===== src/rtl/way_victim_sel.sv =====
module way_victim_sel (
  input  logic       clk,
  input  logic       rst_n,
  input  logic       alloc_i,
  input  logic       half_lock_i,
  input  logic [3:0] valid_i,
  output logic [1:0] way_o
);

  logic [1:0] rr_q;
  logic [1:0] rr_d;
  logic       tie;
  logic [1:0] norm_way;
  logic [1:0] half_way;

  assign tie = half_lock_i ? &valid_i[3:2] : &valid_i;

  always_comb begin
    if      (!valid_i[0]) norm_way = 2'd0;
    else if (!valid_i[1]) norm_way = 2'd1;
    else if (!valid_i[2]) norm_way = 2'd2;
    else if (!valid_i[3]) norm_way = 2'd3;
    else                  norm_way = rr_q;
  end

  always_comb begin
    if      (!valid_i[2]) half_way = 2'd2;
    else if (!valid_i[3]) half_way = 2'd3;
    else                  half_way = {1'b1, rr_q[1]};
  end

  assign way_o = half_lock_i ? half_way : norm_way;
  assign rr_d  = half_lock_i ? {~rr_q[1], rr_q[0]} : rr_q + 2'd1;

  always_ff @(posedge clk) begin
    if (!rst_n)             rr_q <= 2'd0;
    else if (alloc_i && tie) rr_q <= rr_d;
  end

  p_lowest_invalid_r2: assert property (@(posedge clk) disable iff (!rst_n)
    (!half_lock_i && !(&valid_i)) |-> !valid_i[way_o]);

  p_norm_step_r3: assert property (@(posedge clk) disable iff (!rst_n)
    (alloc_i && !half_lock_i && &valid_i) |=> (rr_q == $past(rr_q) + 2'd1));

  p_half_step_r5: assert property (@(posedge clk) disable iff (!rst_n)
    (alloc_i && half_lock_i && &valid_i[3:2]) |=>
      (rr_q[1] != $past(rr_q[1]) && rr_q[0] == $past(rr_q[0])));

  p_upper_only_r6: assert property (@(posedge clk) disable iff (!rst_n)
    half_lock_i |-> way_o[1]);

  p_counter_hold_r7: assert property (@(posedge clk) disable iff (!rst_n)
    !(alloc_i && (half_lock_i ? &valid_i[3:2] : &valid_i)) |=> $stable(rr_q));

endmodule


===== config.mk =====
export PLATFORM = sky130hd
export DESIGN_NAME = way_victim_sel
export DESIGN_NICKNAME = d
export VERILOG_FILES = /design/src/rtl/way_victim_sel.sv
export SDC_FILE = /design/constraint.sdc
export NUM_CORES = 1
export LEC_CHECK = 0
export BUFFER_PORTS_ARGS = -buffer_cell sky130_fd_sc_hd__buf_2
export CORE_AREA = 2 2 39 41
export CTS_CLUSTER_SIZE = 12
export DETAILED_ROUTE_END_ITERATION = 8
export DIE_AREA = 0 0 41 43
export PLACE_DENSITY_LB_ADDON = 0.1
export SKIP_LAST_GASP = 1
export SLEW_MARGIN = 20
export SYNTH_ARGS = -nofsm -noshare
export SYNTH_HDL_FRONTEND = slang
export SYNTH_SLANG_ARGS = --single-unit

===== constraint.sdc =====
create_clock -name clk -period 0.95 [get_ports clk]
set_input_delay 0.0475 -clock clk [delete_from_list [all_inputs] [get_ports clk]]
set_output_delay 0.0475 -clock clk [all_outputs]
set_load 0.02 [all_outputs]

==> run metrics <==
outcome complete, but fails checks; violated checks setup timing; Tot GR Track Use 0.0830; post-route worst setup slack -210 ps; mean post-synth cell area 7.88 sq um; Clock Tree Buf Depth 2; CP Max Fanout 3; register area share after synthesis 0.254; Clk pin slew, worst setup/hold paths 30 ps; Routability Congestion 0.597; vias 236; final hold slack 85.2 ps; final net count 51; top-count cell post-synth nand2b_1; RSZ-0062 raised after global routing yes; core area 0.00138 sq mm; Vias/cell 4.14; ANT cells 0; Largest register FFs 2; H-tree depth 1; yosys warns 0; Root Buffer Master clkbuf_4; drt pass-1 iters 3; vias in the first global route 235; initial antenna violation count 0; ys async rst share 0; Final Hold Vio Count 0; remaining routing DRC violations 0; Rel. slew slack 0.846; cell taking the most area after synthesis dfxtp_1; die width 41 um; worst skew pair latency 220 ps; Synth top area share 0.254; Congestion Overflow GR 0; CTS tree built; Initial Utilization 0.114; final setup violation count 3; cells after synthesis 20; syn_nets 28; FP Rows 14; WL final 566 um; synth unique cells 14; post-route antenna net violation count 0; die area 0.00176 sq mm; #FFs+latches synth 2; top cells by area, synth dfxtp_1 25%, nand2b_1 12%, a21boi_1 9.5%, o31ai_1 9.5%, mux2i_1 6.3%; Area growth syn-to-layout 120%; Worst Hold Class input port to register; Max Freq 0.862 GHz; I/O pins 10; Synth top cells by count 3 x nand2b_1, 2 x a21boi_1, 2 x dfxtp_1, 2 x nand3_1, 2 x o31ai_1; DIE HEIGHT 43 um; hpwl dp 473 um; number of synthesized flops with an enable pin 0; first-pass GRT wire length 890 um; period utilisation layout 1.22; Worst-Margin Slew 229 ps; max-cap violation count 0; Crit. End Element primary output; Pwr per Cell Area 1100 mW/mm^2; Synth Flop Type dfxtp_1; cts bufs inserted 3; worst path required time 900 ps; Iteration-0 DRC Markers 2; clk_skew 0.529 ps; R2R Setup Slk -60 ps; final-report max-slew violation count 0; Worst setup SP type register; largest reg by FF count rr_q; largest registers rr_q (2); WL/cell 9.93 um; Syn Std Cell Area 158 sq um; Leakage 0.158 nW; crit path DAT 1110 ps; largest net degree at the start of global routing 5; CP Class register to primary output; IR drop worst, VDD 0.340 mV; TritonCTS Sinks 2; power after layout 0.000381 W; Tmin final 1160 ps; layout cells sized above 1 0.683; Buffers on Ports 9
==> area by class of cell <==
type	instances	area (sq um)
clock buffer	3	22.5
fill	168	1040
inverter	1	3.75
multi-input combinational	17	133
sequential	2	42.5
tap	16	20.0
timing repair buffer	18	125
==> cells in the final DEF, fill, tap and decap left out, types with 2 or more instances in the layout <==
| cell | n |
|---|---|
| buf_4 | 9 |
| dfxtp_2 | 2 |
| buf_2 | 7 |
| nand2b_1 | 2 |
| clkbuf_4 | 3 |
| nand3_1 | 2 |
| buf_6 | 2 |
==> what timing repair did <==
item                                    4_1_cts  5_1_grt
gates resized for setup                       7        2
buffers inserted                              0        1
hold buffers                                  0        0
pin swaps                                     2        3
endpoints found under the setup margin        3        3
==> logic make-up (layout without fill, tap and decap cells) <==
group / count (synthesis) / after routing / synth area share
AO/OA/AOI/OAI: 6 / 6 / 0.302
multiplexers: 1 / 1 / 0.0635
flip-flops: 2 / 2 / 0.254
buffers and inverters: 1 / 22 / 0.0238
AND/OR/NAND/NOR: 10 / 10 / 0.357
==> critical path, stage by stage, from the launching register on <==
cell      delay [ps]
dfxtp_2          310
buf_6            110
nand3b_1         160
a31o_1           190
buf_6            130
==> stage by stage <==
stage	std cells	util	instance area, sq um	setup WS [ps]	TNS [ps]
after floorplan	20	-	163	-27.2	-27.2
after global routing	57	0.250	347	-243	-576
after global placement	53	0.208	288	-46.4	-58.1
after detailed placement	53	0.208	288	-78.1	-125
final	57	0.250	347	-210	-441
after CTS	56	0.238	329	-228	-517
==> power breakdown <==
| part | switching (W) | internal, W | total [W] |
|---|---|---|---|
| Sequential | 0.00000180 | 0.0000875 | 0.0000893 |
| Clock | 0.0000457 | 0.000139 | 0.000185 |
| Combinational | 0.0000472 | 0.0000598 | 0.000107 |
| Total | 0.0000947 | 0.000286 | 0.000381 |
==> layer usage <==
layer	vias to the layer above	GRT usage	routed length (um)	share of wire
met5	-	0	0	0
met4	0	0.120	8	0.014
met3	2	0.0157	48	0.085
met2	10	0.116	278	0.49
met1	107	0.0794	231	0.41
li1	117	-	-	-
==> final timing paths <==
kind	depth (start not counted)	endpoint	from
worst max-delay path	4	way_o[1]	rr_q[1]$_SDFFE_PN0P_
worst min-delay path	3	rr_q[0]$_SDFFE_PN0P_	rst_n
worst min register to register	2	rr_q[1]$_SDFFE_PN0P_	rr_q[1]$_SDFFE_PN0P_
worst max register to register	2	rr_q[1]$_SDFFE_PN0P_	rr_q[1]$_SDFFE_PN0P_
Note: power is estimated with default switching activity, not from simulation.
